==> config.mk <==
export PLATFORM = sky130hd
export DESIGN_NAME = lane_chunk_sequencer
export DESIGN_NICKNAME = d
export VERILOG_FILES = /design/src/rtl/lcs_pkg.sv /design/src/rtl/lcs_class_table.sv /design/src/rtl/lcs_issue_ctrl.sv /design/src/rtl/lcs_slot.sv /design/src/rtl/lane_chunk_sequencer.sv
export SDC_FILE = /design/constraint.sdc
export NUM_CORES = 1
export LEC_CHECK = 0
export ABC_AREA = 1
export BUFFER_PORTS_ARGS = -buffer_cell sky130_fd_sc_hd__buf_2
export CAP_MARGIN = 20
export CORE_AREA = 8 8 94 96
export CTS_CLUSTER_SIZE = 12
export DETAILED_ROUTE_END_ITERATION = 10
export DIE_AREA = 0 0 102 104
export SLEW_MARGIN = 30
export SYNTH_ARGS = -nofsm -noshare
export SYNTH_HDL_FRONTEND = slang
export SYNTH_SLANG_ARGS = --single-unit
==> constraint.sdc <==
create_clock -name clk -period 2.7 [get_ports clk]
set_input_delay 0.405 -clock clk [delete_from_list [all_inputs] [get_ports clk]]
set_output_delay 0.405 -clock clk [all_outputs]
set_load 0.02 [all_outputs]
==> src/rtl/lcs_pkg.sv <==
package lcs_pkg;

  typedef enum logic [1:0] {
    ST_IDLE  = 2'd0,
    ST_ISSUE = 2'd1,
    ST_DRAIN = 2'd2,
    ST_DONE  = 2'd3
  } lcs_state_e;

  // Limit a requested length to the largest supported length
  function automatic int unsigned clamp_len(input int unsigned req, input int unsigned cap);
    return (req > cap) ? cap : req;
  endfunction

  // Elements consumed per issue cycle for the chosen path
  function automatic int unsigned step_width(input logic single, input int unsigned lanes);
    return single ? 1 : lanes;
  endfunction

endpackage

==> src/rtl/lcs_class_table.sv <==
module lcs_class_table #(
  parameter int          CW        = 3,
  parameter logic [(1<<CW)-1:0] RARE_MASK = '0
) (
  input  logic [CW-1:0] cls,
  output logic          single
);
  always_comb single = RARE_MASK[cls];
endmodule

==> src/rtl/lcs_issue_ctrl.sv <==
module lcs_issue_ctrl
  import lcs_pkg::*;
#(
  parameter int LANES  = 4,
  parameter int MAX_VL = 16,
  parameter int CW     = 3,
  parameter int VLW    = 5
) (
  input  logic           clk,
  input  logic           rst_n,
  input  logic           start,
  input  logic [VLW-1:0] vl_req,
  input  logic [CW-1:0]  cls_req,
  input  logic           single_req,
  output logic           accept,
  output logic           issuing,
  output logic           single_q,
  output logic [VLW-1:0] base_q,
  output logic [VLW-1:0] len_q,
  output logic [CW-1:0]  cls_q,
  output logic           busy,
  output logic           done
);
  localparam int SW = VLW + 1;

  lcs_state_e     state_q;
  logic [VLW-1:0] len_cl;
  logic [SW-1:0]  step;
  logic [SW-1:0]  next_base;

  always_comb begin
    len_cl    = VLW'(clamp_len(32'(vl_req), MAX_VL));
    step      = SW'(step_width(single_q, LANES));
    next_base = {1'b0, base_q} + step;
    accept    = start && (state_q == ST_IDLE);
    issuing   = (state_q == ST_ISSUE);
    busy      = (state_q != ST_IDLE);
    done      = (state_q == ST_DONE);
  end

  always_ff @(posedge clk or negedge rst_n) begin
    if (!rst_n) begin
      state_q  <= ST_IDLE;
      base_q   <= '0;
      len_q    <= '0;
      cls_q    <= '0;
      single_q <= 1'b0;
    end else begin
      unique case (state_q)
        ST_IDLE: if (accept) begin
          len_q    <= len_cl;
          cls_q    <= cls_req;
          single_q <= single_req;
          base_q   <= '0;
          state_q  <= (len_cl == '0) ? ST_DONE : ST_ISSUE;
        end
        ST_ISSUE: begin
          if (next_base >= {1'b0, len_q}) state_q <= ST_DRAIN;
          else                            base_q  <= next_base[VLW-1:0];
        end
        ST_DRAIN: state_q <= ST_DONE;
        ST_DONE:  state_q <= ST_IDLE;
        default:  state_q <= ST_IDLE;
      endcase
    end
  end
endmodule

==> src/rtl/lcs_slot.sv <==
module lcs_slot #(
  parameter int OFFSET = 0,
  parameter int VLW    = 5,
  parameter int IW     = 4
) (
  input  logic           clk,
  input  logic           rst_n,
  input  logic           en,
  input  logic [VLW-1:0] base,
  input  logic [VLW-1:0] len,
  output logic           iss_vld,
  output logic [IW-1:0]  iss_idx,
  output logic           wb_vld,
  output logic [IW-1:0]  wb_idx
);
  localparam int SW = VLW + 1;
  logic [SW-1:0] elem;

  always_comb begin
    elem    = {1'b0, base} + SW'(OFFSET);
    iss_vld = en && (elem < {1'b0, len});
    iss_idx = elem[IW-1:0];
  end

  always_ff @(posedge clk or negedge rst_n) begin
    if (!rst_n) begin
      wb_vld <= 1'b0;
      wb_idx <= '0;
    end else begin
      wb_vld <= iss_vld;
      wb_idx <= iss_vld ? iss_idx : '0;
    end
  end
endmodule

==> src/rtl/lane_chunk_sequencer.sv <==
module lane_chunk_sequencer #(
  parameter int LANES  = 4,
  parameter int MAX_VL = 16,
  parameter int CW     = 3,
  parameter logic [(1<<CW)-1:0] RARE_MASK = 8'b1100_0000,
  localparam int VLW   = $clog2(MAX_VL + 1),
  localparam int IW    = $clog2(MAX_VL)
) (
  input  logic               clk,
  input  logic               rst_n,
  input  logic               start_i,
  input  logic [VLW-1:0]     vl_i,
  input  logic [CW-1:0]      class_i,
  output logic               busy_o,
  output logic               done_o,
  output logic [CW-1:0]      class_o,
  output logic [LANES-1:0]   lane_vld_o,
  output logic [LANES*IW-1:0] lane_idx_o,
  output logic               one_vld_o,
  output logic [IW-1:0]      one_idx_o,
  output logic [LANES-1:0]   lane_wb_o,
  output logic [LANES*IW-1:0] lane_wb_idx_o,
  output logic               one_wb_o,
  output logic [IW-1:0]      one_wb_idx_o
);
  logic           single_req;
  logic           accept_w;
  logic           issuing_w;
  logic           single_w;
  logic [VLW-1:0] base_w;
  logic [VLW-1:0] len_w;
  logic           bank_en_w;
  logic           one_en_w;
  logic           zero_start_w;

  lcs_class_table #(.CW(CW), .RARE_MASK(RARE_MASK)) u_table (
    .cls    (class_i),
    .single (single_req)
  );

  lcs_issue_ctrl #(.LANES(LANES), .MAX_VL(MAX_VL), .CW(CW), .VLW(VLW)) u_ctrl (
    .clk        (clk),
    .rst_n      (rst_n),
    .start      (start_i),
    .vl_req     (vl_i),
    .cls_req    (class_i),
    .single_req (single_req),
    .accept     (accept_w),
    .issuing    (issuing_w),
    .single_q   (single_w),
    .base_q     (base_w),
    .len_q      (len_w),
    .cls_q      (class_o),
    .busy       (busy_o),
    .done       (done_o)
  );

  always_comb begin
    bank_en_w    = issuing_w && !single_w;
    one_en_w     = issuing_w && single_w;
    zero_start_w = accept_w && (vl_i == '0);
  end

  for (genvar k = 0; k < LANES; k++) begin : g_lane
    lcs_slot #(.OFFSET(k), .VLW(VLW), .IW(IW)) u_slot (
      .clk     (clk),
      .rst_n   (rst_n),
      .en      (bank_en_w),
      .base    (base_w),
      .len     (len_w),
      .iss_vld (lane_vld_o[k]),
      .iss_idx (lane_idx_o[k*IW +: IW]),
      .wb_vld  (lane_wb_o[k]),
      .wb_idx  (lane_wb_idx_o[k*IW +: IW])
    );
  end

  lcs_slot #(.OFFSET(0), .VLW(VLW), .IW(IW)) u_one (
    .clk     (clk),
    .rst_n   (rst_n),
    .en      (one_en_w),
    .base    (base_w),
    .len     (len_w),
    .iss_vld (one_vld_o),
    .iss_idx (one_idx_o),
    .wb_vld  (one_wb_o),
    .wb_idx  (one_wb_idx_o)
  );
endmodule

==> qor.csv, run 1 <==
stage;metric;value;unit
yosys;number of synthesized register bits;41;
routing;antenna viol nets, final;0;
routing;Post-route DRC;0;
placed_design;DPL Wire Length;4.64;mm
global_routing;pin count of the biggest net entering global routing;42;
power;cell area power density;1190;nW/um2
placed_design;placed instance area;2900;um2
job;max-capacitance violation count;0;
floorplanning;die outline width;102;um
timing;total of endpoints with negative setup slack in the final report;0;
power;worst vdd ir;0.546;mV
placed_design;final RePlAce weighted congestion;0.845;
yosys;Post-Syn Nets;339;
clocking;cts-stage hold buffer count;0;
timing;max-slew headroom at the worst pin;56.6;%
cells_and_area;Filler Cell Count;752;
timing;Worst Tran Pin Value;648;ps
floorplanning;starting density of the core;33.8;%
yosys;Yosys warnings;0;
clocking;TritonCTS clock tree;built;
cells_and_area;top library cells by usage in the layout, fill and taps aside;buf_2, nand2_1, inv_1, dfrtp_1, nor2_1;
power;switching part of the total power;47.9;%
cells_and_area;fraction of layout instances using a drive strength above 1;35.5;%
placed_design;minimum setup slack after placement;192;ps
timing;maximum clock frequency;383;MHz
cells_and_area;combined flip-flop and latch cell area;1030;um2
cells_and_area;most common cell after layout, fill and taps aside;buf_2;
clocking;clock latency of the later-clocked register in the worst-skew pair;290;ps
global_routing;via count of the first global-routing pass;2038;
timing;hold violation count in the final report;0;
floorplanning;row count;32;
routing;via total after detailed routing;1991;
yosys;average instance area after synthesis;8.52;um2
routing;TritonRoute pass-1 iters;4;
power;Clk network pwr share;12.7;%
worst_setup_path;worst stage delay on the critical path;440;ps
placed_design;port buffer count;65;
worst_setup_path;Max stage delay cell, worst path;dfrtp_2;
global_routing;all-layer global routing usage;11.4;%
floorplanning;die outline area;10600;um2
global_routing;global-route congestion overflow total;0;
timing;min setup slack post-route;88.9;ps
floorplanning;vertical extent of the die;104;um
worst_setup_path;critical path endpoint category;output port;
cells_and_area;final non-filler cell area;3180;um2
power;NetSw;1820;uW
hold_path;worst min-delay path class;in2async;
cells_and_area;synth-to-layout area growth;26.6;%
worst_setup_path;arrival time of the worst setup path;2210;ps
timing;minimum clock period after layout;2610;ps
power;Design Power;3800;uW
power;power share of the combinational group;63.7;%
yosys;combined area of all synthesized cells;2510;um2
timing;setup repair after global routing missed its margin;true;
worst_setup_path;largest fanout of any net on the critical path;7;
timing;Max Clock Skew;5.82;ps
worst_setup_path;cell breakdown of the critical path;buf_4, ha_4, nand3_1, xor2_1, ha_1, inv_1, o31ai_1, inv_1, nand3_4, inv_2, buf_4;
outcome;result of the run;completed;
worst_setup_path;endpoint required time on the critical path;2300;ps
floorplanning;Top-Level Pins;66;
cells_and_area;nets;407;
yosys;Mapped Cells;295;
routing;first-iteration detailed-routing DRC count;47;
routing;final routed wire length divided by cell count;12.8;um
timing;post-route clock period utilization;96.7;%
timing;Setup Total Neg Slack;0;ps
global_routing;wire length of the first global-routing pass;9.74;mm
clocking;clock transition at the registers of the reported paths;80;ps
cells_and_area;area used by multi-input combinational logic;1250;um2
clocking;cell chosen for the clock root;clkbuf_8;
routing;final WL;5.96;mm
power;relative contribution of sequential cells to total power;23.6;%
worst_setup_path;type of the worst setup path;reg2out;
power;internal power consumption;1980;uW
clocking;total clock buffers created by CTS;5;
clocking;clock sinks;41;
power;leakage power total;0.00181;uW
worst_setup_path;Critical Path Source Type;flop;
routing;Vias/cell;4.28;
clocking;H-Tree Depth;2;
worst_setup_path;worst reg2reg setup slack;230;ps
yosys;number of unique standard cell types used by synthesis;32;
clocking;Longest Clk Path Bufs;2;
yosys;sequential fraction of the synthesis area;40.8;%
global_routing;antenna violations before repair;0;
cells_and_area;number of inserted diodes;0;
timing;final-report max-slew violation count;0;
floorplanning;core area;7450;um2
==> logic make-up after synthesis <==
kind of cell | after synthesis | share of synthesized area [%]
fa+ha+maj | 33 | 16.4
mux | 1 | 0.398
xor+xnor | 7 | 2.44
buf+inv | 75 | 14.3
flops | 41 | 40.8
compound gates | 28 | 6.62
simple gates | 110 | 19.0
==> area by class of cell <==
cell class	instances	share of cell area [%]
flip-flops and latches	41	32.4
multi-input cells	179	39.2
inverters	53	6.25
well taps	102	4.01
repair buffers	83	14.9
clock inverters	2	1.10
clock buffers	5	2.16
==> path summary, 6_finish.rpt <==
check | start | endpoint | cells past startpoint
max | u_ctrl.base_q[0]$_DFFE_PN0P_ | lane_vld_o[1] | 11
max reg2reg | u_ctrl.base_q[2]$_DFFE_PN0P_ | u_ctrl.base_q[2]$_DFFE_PN0P_ | 14
min in group clk | class_i[0] | u_ctrl.cls_q[0]$_DFFE_PN0P_ | 3
min | rst_n | g_lane[2].u_slot.wb_vld$_DFF_PN0_ | 1
max in group asynchronous | rst_n | u_ctrl.base_q[2]$_DFFE_PN0P_ | 1
min reg2reg | u_ctrl.cls_q[1]$_DFFE_PN0P_ | u_ctrl.cls_q[1]$_DFFE_PN0P_ | 2
==> cell usage after synthesis, drive strengths merged <==
library cell / number / area [um2]
a21o: 2 / 15.0
a21oi: 11 / 58.8
buf: 22 / 161
dfrtp: 41 / 1030
ha: 33 / 413
inv: 53 / 199
mux2i: 1 / 10.0
nand2: 55 / 224
nand3: 12 / 65.1
nand3b: 1 / 7.51
nand4: 3 / 18.8
nor2: 34 / 128
nor3: 2 / 15.0
nor4: 1 / 6.26
o211ai: 1 / 7.51
o21a: 1 / 7.51
o21ai: 8 / 43.8
o21bai: 1 / 7.51
o22ai: 3 / 18.8
o31ai: 1 / 7.51
or2: 2 / 12.5
xor2: 7 / 61.3
==> sequential cells by signal, summed over array words and instances, names as in the netlist <==
signal and count:
u_ctrl.cls_q 3, u_one.wb_idx 4, u_one.wb_vld 1, u_ctrl.len_q 5, g_lane.u_slot.wb_vld 4, u_ctrl.base_q 5, u_ctrl.single_q 1, g_lane.u_slot.wb_idx 16
u_ctrl.state_q 2
==> power by group through the flow <==
stage | Clock (uW) | Sequential (uW) | Combinational, uW
floorplan | 0 | 978 | 1580
global placement | 0 | 898 | 2160
finish | 482 | 895 | 2420
global route | 516 | 915 | 2740
CTS | 497 | 892 | 2260
detailed placement | 0 | 901 | 2200
==> metal layers <==
layer,GRT usage (%),vias to the layer above,wire (um)
met4,3.25,0,58
met5,0,-,0
met1,14.9,897,2850
li1,-,1032,-
met2,18.1,55,2640
met3,2.74,7,407
==> stage by stage <==
step | cells | hold slack [ps] | util (%)
floorplan | 295 | 109 | -
global placement | 452 | 462 | 38.9
detailed placement | 452 | 468 | 38.9
CTS | 460 | 272 | 40.7
global route | 465 | 126 | 42.7
finish | 465 | 78.5 | 42.7
==> worst max-delay path, delay by kind of cell (launching register included) <==
kind / cells / cell delay [ps]
adders and majority gates: 2 / 420
xor gates and xnor gates: 1 / 150
DFF: 1 / 440
buffers and inverters: 5 / 510
and+or+nand+nor: 2 / 180
AOI/OAI and AO/OA: 1 / 220
==> what timing repair did <==
| action | CTS | global route |
|---|---|---|
| endpoints found under the hold margin | 0 | 0 |
| setup endpoints to repair | 2 | 4 |
| setup buffers | 1 | 5 |
| pin swaps | 3 | 3 |
| resized for setup | 10 | 28 |
Power figures use the tool's default switching activity.
==> run 2, diff against run 1 <==
--- a/config.mk
+++ b/config.mk
@@ -5,13 +5,13 @@
 export SDC_FILE = /design/constraint.sdc
 export NUM_CORES = 1
 export LEC_CHECK = 0
-export ABC_AREA = 1
 export BUFFER_PORTS_ARGS = -buffer_cell sky130_fd_sc_hd__buf_2
 export CAP_MARGIN = 20
-export CORE_AREA = 8 8 94 96
+export CORE_AREA = 8 8 96 98
 export CTS_CLUSTER_SIZE = 12
 export DETAILED_ROUTE_END_ITERATION = 10
-export DIE_AREA = 0 0 102 104
+export DIE_AREA = 0 0 104 106
+export REMOVE_ABC_BUFFERS = 1
 export SLEW_MARGIN = 30
 export SYNTH_ARGS = -nofsm -noshare
 export SYNTH_HDL_FRONTEND = slang
==> qor.csv, run 2 <==
stage;metric;value;unit;change
outcome;result of the run;completed;;unchanged
global_routing;all-layer global routing usage;11.8;%;was 11.4%
yosys;average instance area after synthesis;9.92;um2;was 8.52 um2
clocking;total clock buffers created by CTS;5;;unchanged
yosys;async set-or-reset flop fraction in the synthesized netlist;100;%;unchanged
yosys;dominant synthesized flop cell;dfrtp_1;;unchanged
worst_setup_path;worst flop-to-flop path endpoint;u_ctrl.base_q[0]$_DFFE_PN0P_;;was u_ctrl.base_q[2]$_DFFE_PN0P_
floorplanning;Top-Level Pins;66;;unchanged
placed_design;final RePlAce weighted congestion;0.789;;was 0.845
worst_setup_path;largest fanout of any net on the critical path;5;;was 7
yosys;number of synthesized register bits;41;;unchanged
routing;first-iteration detailed-routing DRC count;126;;was 47
floorplanning;row count;33;;was 32
cells_and_area;post-layout utilization of the core;43.2;%;was 42.7%
yosys;sequential fraction of the synthesis area;38.9;%;was 40.8%
clocking;cts-stage hold buffer count;0;;unchanged
routing;antenna viol nets, final;0;;unchanged
yosys;most instantiated library cell after synthesis;dfrtp_1;;was nand2_1
cells_and_area;synth-to-layout area growth;28.3;%;was 26.6%
worst_setup_path;critical path endpoint category;output port;;unchanged
worst_setup_path;arrival time of the worst setup path;2260;ps;was 2210 ps
yosys;number of enable-type register cells in the synthesized netlist;0;;unchanged
cells_and_area;most common cell after layout, fill and taps aside;buf_2;;unchanged
routing;TritonRoute pass-1 iters;4;;unchanged
placed_design;number of placed instances, taps included;418;;was 452
cells_and_area;nets;379;;was 407
floorplanning;die outline area;11000;um2;was 10,600 um2
cells_and_area;Filler Cell Count;788;;was 752
yosys;share of the synthesized area in the top cell type;38.9;%;was 40.8%
placed_design;DPL Wire Length;4.86;mm;was 4.64 mm
timing;final-report max-slew violation count;0;;unchanged
timing;max-slew headroom at the worst pin;66.2;%;was 56.6%
worst_setup_path;Max stage delay cell, worst path;dfrtp_1;;was dfrtp_2
cells_and_area;register name with the most flops;g_lane.u_slot.wb_idx;;unchanged
timing;minimum clock period after layout;2660;ps;was 2610 ps
power;cell area power density;1380;nW/um2;was 1190 nW/um2
timing;setup repair after global routing missed its margin;true;;unchanged
power;worst vdd ir;0.557;mV;was 0.546 mV
hold_path;worst min-delay path class;in2async;;unchanged
clocking;clock latency of the later-clocked register in the worst-skew pair;290;ps;about the same
routing;Post-route DRC;0;;unchanged
floorplanning;core area;7850;um2;was 7450 um2
worst_setup_path;Critical Path Source Type;flop;;unchanged
worst_setup_path;largest delay contributor family on the critical path;flip-flops;;was buffers and inverters
cells_and_area;Final Non-Filler Cells;441;;was 465
yosys;largest area contributor in the synthesized netlist;dfrtp_1;;unchanged
worst_setup_path;count of cell instances traversed by the critical path;8;;was 11
timing;Max Clock Skew;4.53;ps;was 5.82 ps
job;max-capacitance violation count;0;;unchanged
cells_and_area;number of inserted diodes;0;;unchanged
placed_design;port buffer count;65;;unchanged
yosys;Mapped Cells;266;;was 295
clocking;Longest Clk Path Bufs;2;;unchanged
clocking;cell chosen for the clock root;clkbuf_8;;unchanged
worst_setup_path;type of the worst setup path;reg2out;;unchanged
global_routing;antenna violations before repair;0;;unchanged
worst_setup_path;worst reg2reg startpoint;u_ctrl.base_q[0]$_DFFE_PN0P_;;was u_ctrl.base_q[2]$_DFFE_PN0P_
global_routing;pin count of the biggest net entering global routing;42;;unchanged
cells_and_area;top library cells by usage in the layout, fill and taps aside;buf_2, dfrtp_1, ha_1, nand2_1, buf_4;;was buf_2, nand2_1, inv_1, dfrtp_1, nor2_1
floorplanning;die outline width;104;um;was 102 um
clocking;clock sinks;41;;unchanged
worst_setup_path;worst reg2reg setup slack;90;ps;was 230 ps
clocking;clock transition at the registers of the reported paths;80;ps;about the same
yosys;Commonest cells post-synth;dfrtp_1, ha_1, nand2_1;;was nand2_1, inv_1, dfrtp_1
timing;hold violation count in the final report;0;;unchanged
worst_setup_path;Crit path buffers/inverters;3;;was 5
timing;total of endpoints with negative setup slack in the final report;0;;unchanged
cells_and_area;Largest regs;g_lane.u_slot.wb_idx x16, u_ctrl.base_q x5, u_ctrl.len_q x5;;unchanged
worst_setup_path;worst reg2reg path depth;9;;was 14
cells_and_area;fraction of layout instances using a drive strength above 1;39.3;%;was 35.5%
floorplanning;vertical extent of the die;106;um;was 104 um
clocking;H-Tree Depth;2;;unchanged
cells_and_area;max reg flops;16;;unchanged
global_routing;global-route congestion overflow total;0;;unchanged
worst_setup_path;cell breakdown of the critical path;buf_6, ha_4, nand2_1, xnor2_2, ha_1, a311o_1, inv_1, buf_4;;was buf_4, ha_4, nand3_1, xor2_1, ha_1, inv_1, o31ai_1, inv_1, nand3_4, inv_2, buf_4
timing;maximum clock frequency;375;MHz;was 383 MHz
routing;final WL;6.62;mm;was 5.96 mm
yosys;cell types with the largest area share after synthesis;dfrtp_1, ha_1, buf_4;;was dfrtp_1, ha_1, nand2_1
clocking;TritonCTS clock tree;built;;unchanged
worst_setup_path;worst stage delay on the critical path;450;ps;was 440 ps
routing;via total after detailed routing;2047;;was 1,991
yosys;number of unique standard cell types used by synthesis;45;;was 32
yosys;combined area of all synthesized cells;2640;um2;was 2510 um2
power;leakage power total;0.00176;uW;was 0.00181 uW
routing;Vias/cell;4.64;;was 4.28
floorplanning;starting density of the core;33.7;%;was 33.8%
timing;Worst Tran Pin Value;507;ps;was 648 ps
global_routing;via count of the first global-routing pass;2135;;was 2,038
timing;post-route clock period utilization;98.7;%;was 96.7%
routing;final routed wire length divided by cell count;15.0;um;was 12.8 um
worst_setup_path;endpoint required time on the critical path;2300;ps;about the same
global_routing;wire length of the first global-routing pass;10.7;mm;was 9.74 mm
yosys;Yosys warnings;0;;unchanged
## run 2: cell count changes in the layout (fill, tap and decap cells not counted), moves of 5 or more
cell	previous run	this run
nor2_1	32	18
inv_1	43	15
nand2b_1	0	6
nor2b_1	0	5
and2_1	0	5
nand2_1	50	24
inv_2	10	4
o21ai_1	1	7
## run 2: power by group
part           total (uW)  internal [uW]  switching, uW
clock network         591            367            224
logic                3160           1330           1820
registers             937            816            121
## run 2: how the worst max path moves through the flow
stage | startpoint | endpoint | slack [ps]
floorplan | u_ctrl.base_q[0]$_DFFE_PN0P_ | lane_vld_o[1] | -670
global placement | u_ctrl.base_q[0]$_DFFE_PN0P_ | u_ctrl.base_q[0]$_DFFE_PN0P_ | 110
detailed placement | u_ctrl.base_q[0]$_DFFE_PN0P_ | u_ctrl.base_q[0]$_DFFE_PN0P_ | 90
CTS | u_ctrl.base_q[2]$_DFFE_PN0P_ | lane_vld_o[3] | -20
global route | u_ctrl.base_q[2]$_DFFE_PN0P_ | lane_vld_o[3] | -80
finish | u_ctrl.base_q[2]$_DFFE_PN0P_ | lane_vld_o[1] | 40
## run 2: stage by stage
step                setup TNS, ps  hold WS (ps)  cell area, um2  worst slack, ps  total power, uW
finish                          0          81.1            3390             35.4             4680
global route                 -123           121            3390            -76.1             5070
CTS                         -36.2           277            3210            -21.1             4450
detailed placement              0           477            2980             92.0             3720
global placement                0           469            2980              109             3640
floorplan                   -5360           109            2450             -672             2840
## run 2: kinds of logic after synthesis
| group | share of synthesized area (%) |
|---|---|
| muxes | 5.17 |
| xor gates and xnor gates | 3.32 |
| DFF | 38.9 |
| AOI/OAI and AO/OA | 12.4 |
| buffers and inverters | 9.81 |
| and+or+nand+nor | 14.8 |
| adders and majority gates | 15.6 |
## run 2: area by class of cell
class                           count  area [um2]  share of cell area, %
Timing Repair Buffer               89         531                   15.7
Inverter                           19        71.3                   2.11
Tap cell                          105         131                   3.88
Multi-Input combinational cell    179        1490                   44.0
Clock inverter                      3        65.1                   1.92
Clock buffer                        5        68.8                   2.03
Sequential cell                    41        1030                   30.4
## run 2: timing repair
action	CTS	global route
resized for setup	14	21
endpoints found under the setup margin	3	10
setup buffers	5	10
pin swaps	1	5
## run 2: per-layer routing
metal	wire length (um)	GRT usage, %	vias up
met3	363	3.09	7
met4	95	3.62	0
met2	3310	20.6	48
met5	0	0	-
li1	-	-	1012
met1	2860	14.0	980
